**config.mk**
```make
export PLATFORM = sky130hd
export DESIGN_NAME = dma_page_addr
export DESIGN_NICKNAME = d
export VERILOG_FILES = /design/src/rtl/dma_page_pkg.sv /design/src/rtl/dma_page_bank.sv /design/src/rtl/dma_addr_former.sv /design/src/rtl/dma_page_addr.sv
export SDC_FILE = /design/constraint.sdc
export NUM_CORES = 1
export LEC_CHECK = 0
export CORE_MARGIN = 3
export CORE_UTILIZATION = 50
export DETAILED_ROUTE_END_ITERATION = 6
export HOLD_SLACK_MARGIN = 0.02
export PLACE_DENSITY = 0.78
export SYNTH_ARGS = -nofsm -noshare
export SYNTH_HDL_FRONTEND = slang
export SYNTH_SLANG_ARGS = --single-unit
```
**constraint.sdc**
```tcl
create_clock -name clk_i -period 2.6 [get_ports clk_i]
set_clock_uncertainty 0.1 [all_clocks]
set_input_delay 0.26 -clock clk_i [delete_from_list [all_inputs] [get_ports clk_i]]
set_output_delay 0.26 -clock clk_i [all_outputs]
set_load 0.05 [all_outputs]
```
**src/rtl/dma_page_pkg.sv**
```systemverilog
package dma_page_pkg;
  localparam int unsigned CHAN_N = 4;
  localparam int unsigned CHAN_W = $clog2(CHAN_N);
  localparam int unsigned OFS_W  = 3;

  typedef enum logic [1:0] {
    XF_VERIFY = 2'b00,
    XF_WRITE  = 2'b01,
    XF_READ   = 2'b10,
    XF_RSVD   = 2'b11
  } xfer_kind_e;

  typedef struct packed {
    logic              hit;
    logic [CHAN_W-1:0] chan;
  } port_dec_t;

  // irregular port map; unused offsets miss
  function automatic port_dec_t decode_port(input logic [OFS_W-1:0] ofs);
    port_dec_t d;
    d = '0;
    case (ofs)
      3'd1: d = '{hit: 1'b1, chan: 2'd2};
      3'd2: d = '{hit: 1'b1, chan: 2'd3};
      3'd3: d = '{hit: 1'b1, chan: 2'd1};
      3'd7: d = '{hit: 1'b1, chan: 2'd0};
      default: d = '0;
    endcase
    return d;
  endfunction
endpackage

```
**src/rtl/dma_page_bank.sv**
```systemverilog
module dma_page_bank
  import dma_page_pkg::*;
#(
  parameter int unsigned REG_W = 8
) (
  input  logic                         clk_i,
  input  logic                         rst_ni,
  input  logic                         wr_en_i,
  input  logic [OFS_W-1:0]             ofs_i,
  input  logic [REG_W-1:0]             wdata_i,
  output logic [REG_W-1:0]             rdata_o,
  output logic [CHAN_N-1:0][REG_W-1:0] regs_o
);
  port_dec_t dec;
  assign dec = decode_port(ofs_i);

  for (genvar g = 0; g < CHAN_N; g++) begin : g_chan
    always_ff @(posedge clk_i or negedge rst_ni) begin
      if (!rst_ni)
        regs_o[g] <= '0;
      else if (wr_en_i && dec.hit && dec.chan == CHAN_W'(g))
        regs_o[g] <= wdata_i;
    end
  end

  assign rdata_o = dec.hit ? regs_o[dec.chan] : '0;
endmodule

```
**src/rtl/dma_addr_former.sv**
```systemverilog
module dma_addr_former
  import dma_page_pkg::*;
#(
  parameter int unsigned PAGE_W  = 8,
  parameter int unsigned HPAGE_W = 7,
  parameter int unsigned CUR_W   = 16,
  parameter int unsigned LEN_W   = 16,
  localparam int unsigned PHYS_W = HPAGE_W + PAGE_W + CUR_W
) (
  input  logic               clk_i,
  input  logic               rst_ni,
  input  logic               req_i,
  input  logic [HPAGE_W-1:0] hpage_i,
  input  logic [PAGE_W-1:0]  page_i,
  input  logic [CUR_W-1:0]   cur_i,
  input  logic [LEN_W-1:0]   pos_i,
  input  logic [LEN_W-1:0]   len_i,
  input  logic               dec_i,
  input  xfer_kind_e         kind_i,
  output logic               mem_req_o,
  output logic               done_o,
  output logic [PHYS_W-1:0]  addr_o,
  output logic [LEN_W-1:0]   len_o,
  output logic               rev_o
);
  logic [PHYS_W-1:0] base, pos_x, len_x, start;
  logic              is_verify;

  assign base      = {hpage_i, page_i, cur_i};
  assign pos_x     = PHYS_W'(pos_i);
  assign len_x     = PHYS_W'(len_i);
  // downward walk: block ends just below base - pos
  assign start     = dec_i ? (base - pos_x - len_x) : (base + pos_x);
  assign is_verify = (kind_i == XF_VERIFY);

  always_ff @(posedge clk_i or negedge rst_ni) begin
    if (!rst_ni) begin
      mem_req_o <= 1'b0;
      done_o    <= 1'b0;
      addr_o    <= '0;
      len_o     <= '0;
      rev_o     <= 1'b0;
    end else begin
      done_o    <= req_i;
      mem_req_o <= req_i && !is_verify;
      if (req_i) begin
        addr_o <= start;
        len_o  <= len_i;
        rev_o  <= dec_i;
      end
    end
  end
endmodule

```
**src/rtl/dma_page_addr.sv**
```systemverilog
module dma_page_addr
  import dma_page_pkg::*;
#(
  parameter int unsigned PAGE_W  = 8,
  parameter int unsigned HPAGE_W = 7,
  parameter int unsigned CUR_W   = 16,
  parameter int unsigned LEN_W   = 16,
  localparam int unsigned PHYS_W = HPAGE_W + PAGE_W + CUR_W
) (
  input  logic               clk_i,
  input  logic               rst_ni,
  input  logic               hi_page_en_i,
  input  logic               reg_we_i,
  input  logic               reg_sel_hi_i,
  input  logic [2:0]         reg_ofs_i,
  input  logic [PAGE_W-1:0]  reg_wdata_i,
  output logic [PAGE_W-1:0]  reg_rdata_o,
  input  logic               acc_req_i,
  input  logic [1:0]         acc_chan_i,
  input  logic [CUR_W-1:0]   acc_cur_i,
  input  logic [LEN_W-1:0]   acc_pos_i,
  input  logic [LEN_W-1:0]   acc_len_i,
  input  logic               acc_dec_i,
  input  logic [1:0]         acc_kind_i,
  output logic               mem_req_o,
  output logic               done_o,
  output logic [PHYS_W-1:0]  mem_addr_o,
  output logic [LEN_W-1:0]   xfer_len_o,
  output logic               xfer_rev_o
);
  logic [CHAN_N-1:0][PAGE_W-1:0]  page_q;
  logic [CHAN_N-1:0][HPAGE_W-1:0] hpage_q;
  logic [PAGE_W-1:0]              page_rd;
  logic [HPAGE_W-1:0]             hpage_rd;
  logic                           page_we, hpage_we;
  logic [HPAGE_W-1:0]             hpage_sel;

  assign page_we  = reg_we_i && !reg_sel_hi_i;
  assign hpage_we = reg_we_i && reg_sel_hi_i && hi_page_en_i;

  dma_page_bank #(.REG_W(PAGE_W)) u_page (
    .clk_i   (clk_i),
    .rst_ni  (rst_ni),
    .wr_en_i (page_we),
    .ofs_i   (reg_ofs_i),
    .wdata_i (reg_wdata_i),
    .rdata_o (page_rd),
    .regs_o  (page_q)
  );

  dma_page_bank #(.REG_W(HPAGE_W)) u_hpage (
    .clk_i   (clk_i),
    .rst_ni  (rst_ni),
    .wr_en_i (hpage_we),
    .ofs_i   (reg_ofs_i),
    .wdata_i (reg_wdata_i[HPAGE_W-1:0]),
    .rdata_o (hpage_rd),
    .regs_o  (hpage_q)
  );

  always_comb begin
    if (!reg_sel_hi_i)     reg_rdata_o = page_rd;
    else if (hi_page_en_i) reg_rdata_o = PAGE_W'(hpage_rd);
    else                   reg_rdata_o = '0;
  end

  // disabled bank contributes no address bits
  assign hpage_sel = hi_page_en_i ? hpage_q[acc_chan_i] : '0;

  dma_addr_former #(
    .PAGE_W (PAGE_W),
    .HPAGE_W(HPAGE_W),
    .CUR_W  (CUR_W),
    .LEN_W  (LEN_W)
  ) u_former (
    .clk_i     (clk_i),
    .rst_ni    (rst_ni),
    .req_i     (acc_req_i),
    .hpage_i   (hpage_sel),
    .page_i    (page_q[acc_chan_i]),
    .cur_i     (acc_cur_i),
    .pos_i     (acc_pos_i),
    .len_i     (acc_len_i),
    .dec_i     (acc_dec_i),
    .kind_i    (xfer_kind_e'(acc_kind_i)),
    .mem_req_o (mem_req_o),
    .done_o    (done_o),
    .addr_o    (mem_addr_o),
    .len_o     (xfer_len_o),
    .rev_o     (xfer_rev_o)
  );
endmodule

```
# After elaboration in Yosys (flattened, before gate mapping)
# Cells that the tools add are included.
# word_totals
wordCells	58
output_inout_bits	58
inputBits	70
regBits	110
# op_classes
n_eq_ne	7
n_lt_le_gt_ge	2
n_addsub	3
muxes	15
n_reduce_logical	18
# ops
operator	n
subtractor 31 x 16 -> 31 bit	2
2-to-1 mux 7 bit	5
binary-select mux 8 bit (select 2 bit)	2
2-to-1 mux 8 bit	4
adder 31 x 16 -> 31 bit	1
2-to-1 mux 31 bit	1
binary-select mux 7 bit (select 2 bit)	2
logical AND 1 bit	14
case mux 3 bit (4 select lines)	1
equality test 3 x 2 -> 1 bit (second input constant)	2
less-than comparator 2 x 3 -> 1 bit (second input constant)	2
equality test 2 bit (second input constant)	2
zero test 2 bit	2
equality test 3 x 1 -> 1 bit (second input constant)	1
equality test 3 bit (second input constant)	1
equality test 2 x 1 -> 1 bit (second input constant)	1
zero test 1 bit	2

# Depth between registers and ports, before layout
# logic_depth
depth_word	7
mapped_depth	11
mapped_depth_nobuf	11

# Hierarchy
# Synthesis repeated with hierarchy kept, for this count alone.
# hier_totals
cells_unflattened	827
hier_area_um2	8165.3
# modules_own_cells
module	area_per_inst_um2	seq_area_each_um2	n_inst	cells_per_inst
dma_addr_former	4874.7	1251.2	1	576
dma_page_bank at u_page	1462.7	800.8	1	103
dma_page_bank at u_hpage	1318.8	700.7	1	98
dma_page_addr	509.2	0.0	1	50

# Worst setup path after synthesis
# No wires, ideal clock.
# synth_path
kind	input port to flip-flop
startpoint	in acc_chan_i[0]
endpoint	reg u_former.addr_o[26]
required_time_ns	2.405
t_arrival_ns	2.777
path_slack_ns	-0.373
setup_ns	0.095
cell_stages	9
n_path_buf	2
cell_sequence	buf_6 buf_12 mux4_2 ha_1 and3_1 a22o_1 or4_1 a31o_1 o32ai_2
# synth_via
elab_chain_cells	6
word_cells_on_any_way	9
classes_between	add/sub (3); mux (6)
# synth_lines
element	line_no	text
start: declaration	dma_page_addr.sv:19	input logic [1:0] acc_chan_i,
binary-select mux 7 bit (select 2 bit)	dma_page_addr.sv:68	assign hpage_sel = hi_page_en_i ? hpage_q[acc_chan_i] : '0;
2-to-1 mux 7 bit (implied by the code)	dma_page_addr.sv:68	
2-to-1 mux 7 bit	dma_page_addr.sv:68	
subtractor 31 x 16 -> 31 bit (2 in series)	dma_addr_former.sv:33	assign start = dec_i ? (base - pos_x - len_x) : (base + pos_x);
2-to-1 mux 31 bit (*)	dma_addr_former.sv:33	
end signal: assignment	dma_addr_former.sv:47	addr_o <= start;
end: declaration	dma_addr_former.sv:22	output logic [PHYS_W-1:0] addr_o,
# Every way passes the cells marked *; elsewhere a longest branch is shown, timed or not. The select of a mux whose other input is x is not followed.
# A chain may end at the register's enable or synchronous reset.

# Final worst setup path
# layout_path
startpoint	reg u_page.regs_o[16] (netlist bit)
endpoint	reg u_former.addr_o[26]
# layout_via
elab_chain_cells	5
word_cells_on_any_way	6
classes_between	add/sub (3); mux (3)
# layout_lines
element	line_no	text
start: declaration	dma_page_bank.sv:12	output logic [CHAN_N-1:0][REG_W-1:0] regs_o
start signal: indexed assignment	dma_page_bank.sv:22	regs_o[g] <= wdata_i;
binary-select mux 8 bit (select 2 bit) (*)	dma_page_addr.sv:80	.page_i (page_q[acc_chan_i]),
2-to-1 mux 8 bit (implied by the code) (*)	dma_page_addr.sv:80	
subtractor 31 x 16 -> 31 bit (2 in series)	dma_addr_former.sv:33	
2-to-1 mux 31 bit (*)	dma_addr_former.sv:33	
# Marks and branches as above.

==> flow_results.xml <==
<?xml version="1.0" encoding="UTF-8"?>
<metrics>
  <group name="synth">
    <metric name="synthesis.area" unit="mm2">0.00816</metric>
    <metric name="synthesis_stage_register_bit_count" unit="">110</metric>
    <metric name="synth.distinct_cells" unit="">81</metric>
    <metric name="yosysSeqAreaShare" unit="%">33.7</metric>
    <metric name="synth_top_area_share" unit="%">33.7</metric>
    <metric name="avgSynthCellArea" unit="um2">10.1</metric>
    <metric name="ys_top_cells_by_area" unit="">dfrtp_1 (34%), mux2_2 (12%), ha_1 (5.4%), fa_1 (4.2%), mux4_2 (3.3%)</metric>
    <metric name="simple_gate_share_of_the_synthesized_area" unit="%">13.9</metric>
    <metric name="yosys.area_share.xor_xnor" unit="%">1.93</metric>
    <metric name="post_synth_mux_area_share" unit="%">17.2</metric>
    <metric name="synth_enable_flop_cells" unit="">0</metric>
    <metric name="yosysWarningCount" unit="">0</metric>
    <metric name="synth_cells" unit="">812</metric>
    <metric name="syn-num-nets" unit="">934</metric>
    <metric name="dominant_register_cell_in_the_synthesized_netlist" unit="">dfrtp_1</metric>
    <metric name="synth_top_family_by_area" unit="">compound AO/OA/AOI/OAI gates</metric>
    <metric name="synth_compound_gate_area_share" unit="%">18.2</metric>
    <metric name="synth_largest_area_cell" unit="">dfrtp_1</metric>
    <metric name="ys_async_sr_fraction" unit="%">100</metric>
    <metric name="synth-adder-area-share" unit="%">9.54</metric>
  </group>
  <group name="global_route">
    <metric name="grt_antenna_before_repair" unit="">0</metric>
    <metric name="maximum_number_of_pins_on_one_net_before_global_route_repair" unit="">61</metric>
    <metric name="first_global_vias" unit="">8467</metric>
    <metric name="global_route.usage.total" unit="%">29.8</metric>
    <metric name="grt_pass1_wl" unit="mm">42.5</metric>
    <metric name="grt_overflow" unit="">0</metric>
  </group>
  <group name="timing">
    <metric name="worst_slew_pin_slew" unit="ns">0.877</metric>
    <metric name="tns" unit="ns">-2.16</metric>
    <metric name="slew_violations" unit="">0</metric>
    <metric name="timing.final.hold_violations" unit="">0</metric>
    <metric name="grt_setup_unrepaired" unit="">yes</metric>
    <metric name="max_slew_margin" unit="%">41.2</metric>
    <metric name="finalSetupViolations" unit="">17</metric>
    <metric name="layout_worst_path_cycle_share" unit="%">112</metric>
    <metric name="setup_ws_post_layout" unit="ns">-0.299</metric>
    <metric name="finalWorstPathRequiredPeriod" unit="ns">2.90</metric>
    <metric name="max_clock_freq" unit="MHz">345</metric>
  </group>
  <group name="critical_path">
    <metric name="gate_family_responsible_for_the_most_delay_along_the_worst_path" unit="">compound AO/OA/AOI/OAI gates</metric>
    <metric name="timing.reg2reg.setup_slack" unit="ns">-0.30</metric>
    <metric name="critical_path_rt" unit="ns">2.78</metric>
    <metric name="worstRegToRegCells" unit="">7</metric>
    <metric name="levels_on_crit_path" unit="">7</metric>
    <metric name="cp_slowest_cell" unit="">mux4_2</metric>
    <metric name="top_fanout_value_on_the_critical_path" unit="">4</metric>
    <metric name="crit_buf_inv" unit="">0</metric>
    <metric name="worst_setup_path_start_kind" unit="">flip-flop</metric>
    <metric name="critical_path_arrival" unit="ns">3.07</metric>
    <metric name="r2r_end" unit="">u_former.addr_o[26]$_DFFE_PN0P_</metric>
    <metric name="crit_path_max_incr_delay" unit="ns">0.61</metric>
    <metric name="cp-end-kind" unit="">flip-flop</metric>
    <metric name="beginning_of_the_worst_register_to_register_path" unit="">u_page.regs_o[16]$_DFFE_PN0P_</metric>
    <metric name="setup_crit_path_kind" unit="">flip-flop to flip-flop</metric>
    <metric name="crit_path_cell_trace" unit="">mux4_2 &gt; ha_4 &gt; and3_4 &gt; a22o_4 &gt; or4_1 &gt; a31o_1 &gt; o32ai_2</metric>
  </group>
  <group name="outcome">
    <metric name="outcome" unit="">finished, violations left</metric>
    <metric name="violated_checks" unit="">negative setup slack</metric>
  </group>
  <group name="clock_network">
    <metric name="clock_path_buffers" unit="">2</metric>
    <metric name="cts_tree" unit="">built</metric>
    <metric name="cts_sinks" unit="">110</metric>
    <metric name="numCtsBuffers" unit="">9</metric>
    <metric name="clk_pin_slew_worst_paths" unit="ns">0.08</metric>
    <metric name="cts_root_buffer" unit="">clkbuf_16</metric>
    <metric name="clk-insertion-delay-late" unit="ns">0.37</metric>
    <metric name="htreeDepth" unit="">3</metric>
  </group>
  <group name="worst_hold_path">
    <metric name="worst_hold_path.endpoint" unit="">u_former.len_o[5]$_DFFE_PN0P_</metric>
    <metric name="min_path_type" unit="">input pin to flip-flop</metric>
    <metric name="worst_hold_path.num_cells" unit="">2</metric>
    <metric name="worstHoldStart" unit="">acc_len_i[5]</metric>
  </group>
  <group name="finish">
    <metric name="area_growth_syn_to_layout" unit="%">47.1</metric>
    <metric name="final_cells" unit="">1352</metric>
    <metric name="layout.cell_area.non_filler" unit="mm2">0.0120</metric>
    <metric name="drive_gt1_share" unit="%">40.7</metric>
    <metric name="nets" unit="">1253</metric>
    <metric name="n_antenna_cell" unit="">0</metric>
  </group>
  <group name="power_and_ir_drop">
    <metric name="power_per_cell_area" unit="mW/mm2">642</metric>
    <metric name="max_rail_drop_vdd" unit="mV">0.409</metric>
    <metric name="power.leakage" unit="nW">5.35</metric>
  </group>
  <group name="die">
    <metric name="io_pins" unit="">128</metric>
    <metric name="floorplan.rows" unit="">46</metric>
    <metric name="core_area" unit="mm2">0.0159</metric>
    <metric name="die_w" unit="um">134</metric>
    <metric name="starting_density_of_the_core" unit="%">51.2</metric>
    <metric name="fp.dieH" unit="um">134</metric>
    <metric name="design.die.area" unit="mm2">0.0179</metric>
  </group>
  <group name="flow_run">
    <metric name="max_cap_violations" unit="">0</metric>
  </group>
  <group name="route">
    <metric name="total_via_count_in_the_routed_design" unit="">8246</metric>
    <metric name="drt_pass1_iterations" unit="">6</metric>
    <metric name="ant_nets" unit="">0</metric>
    <metric name="average_via_count_per_standard_cell" unit="">6.10</metric>
    <metric name="wl_per_cell" unit="um">20.8</metric>
    <metric name="drt_drc_violations_left" unit="">0</metric>
    <metric name="drt_iter0_drc" unit="">736</metric>
    <metric name="drt-total-wl" unit="mm">28.1</metric>
  </group>
  <group name="placed_design">
    <metric name="postPlaceCellArea" unit="mm2">0.0111</metric>
    <metric name="placed_cells" unit="">1304</metric>
    <metric name="dpl.hpwl" unit="mm">19.4</metric>
    <metric name="place_congestion" unit="">0.946</metric>
    <metric name="placement.io_buffers" unit="">127</metric>
  </group>
</metrics>
## worst max-delay path by stage
stage	from	to	slack (ns)
detailed placement	acc_pos_i[5]	u_former.addr_o[26]$_DFFE_PN0P_	-0.98
finish	u_page.regs_o[16]$_DFFE_PN0P_	u_former.addr_o[26]$_DFFE_PN0P_	-0.30
CTS	acc_cur_i[5]	u_former.addr_o[26]$_DFFE_PN0P_	-0.26
global placement	acc_pos_i[5]	u_former.addr_o[26]$_DFFE_PN0P_	-0.88
global route	u_page.regs_o[16]$_DFFE_PN0P_	u_former.addr_o[26]$_DFFE_PN0P_	-0.35
floorplan	acc_pos_i[5]	u_former.addr_o[26]$_DFFE_PN0P_	-0.26
## kinds of logic after synthesis
kind of cell | Yosys count
buf+inv | 93
xor+xnor | 18
simple gates | 220
compound gates | 209
flops | 110
mux | 110
fa+ha+maj | 52
## flip-flops by register name, summed over array words and instances, names as in the netlist
register / cells
u_former.mem_req_o: 1
u_former.done_o: 1
u_former.len_o: 16
u_hpage.regs_o: 28
u_former.addr_o: 31
u_former.rev_o: 1
u_page.regs_o: 32
## synth_stat cells, types with 3 or more instances
master / count
dfrtp_1: 110
mux2_2: 86
inv_1: 60
nand2_1: 58
nor2_1: 58
a21oi_1: 50
ha_1: 35
o21ai_0: 30
nand3_1: 22
clkbuf_1: 21
fa_1: 17
a211oi_1: 13
mux4_2: 12
o211ai_1: 12
o21a_1: 12
nand2b_1: 11
o221ai_1: 11
xnor2_1: 11
a21o_1: 9
a22oi_1: 9
a31oi_1: 9
mux2i_1: 9
nor3_1: 8
a211o_1: 7
nor2b_1: 7
xor2_1: 7
and3_1: 6
and4_1: 6
nand4_1: 6
o31ai_1: 6
clkbuf_8: 5
nor3_2: 5
o21bai_1: 5
and2_1: 4
o2111ai_1: 4
or3_1: 4
a221oi_1: 3
buf_2: 3
mux4_1: 3
nor4_1: 3
o21ai_1: 3
or2_2: 3
## cell usage in the layout (no fill, tap or decap), types with 18 or more instances in the layout
cell type | synthesis | layout
a21oi_1 | 50 | 40
buf_4 | 0 | 202
clkdlybuf4s50_1 | 0 | 73
dfrtp_1 | 110 | 110
dlygate4sd2_1 | 0 | 22
ha_1 | 35 | 18
inv_1 | 60 | 45
mux2_2 | 86 | 86
nand2_1 | 58 | 57
nand3_1 | 22 | 19
nor2_1 | 58 | 58
o21ai_0 | 30 | 21
## per-layer routing
metal  track usage, %  vias to the layer above  wire length (um)
li1                 -                     3646                 -
met1             35.6                     4001             10500
met2             52.0                      463             14100
met3             4.34                      136              1970
met4             15.7                        0              1520
met5                0                        -                 0
## through the flow
stage               power, W  setup WS [ns]  utilization (%)  hold slack, ns
floorplan            0.00440         -0.256                -          -0.136
global placement     0.00572         -0.879             69.6           0.231
detailed placement   0.00583         -0.984             69.6           0.235
CTS                  0.00746         -0.260             73.8          0.0226
global route         0.00804         -0.351             75.3          0.0229
finish               0.00771         -0.299             75.3          0.0253
## timing repair
action,in CTS,in global routing
buffers inserted,18,14
endpoints found under the hold margin,42,0
gates resized for setup,116,62
endpoints found under the setup margin,25,24
hold buffers,1,0
pin swaps,69,56
## where the power goes
group          internal [W]  total (W)  switching, W
Combinational       0.00184    0.00395       0.00211
Sequential          0.00205    0.00231      0.000267
Clock              0.000725    0.00144      0.000715
## layout make-up
class                      count  area, um2
clock buffer                  11        253
clock inverter                 5       50.0
fill                        1037       3930
inverter                      60        228
multi-input combinational    609       5490
sequential                   110       2750
tap                          216        270
timing repair buffer         341       2970
No activity file was read; power rests on OpenSTA's default activity.
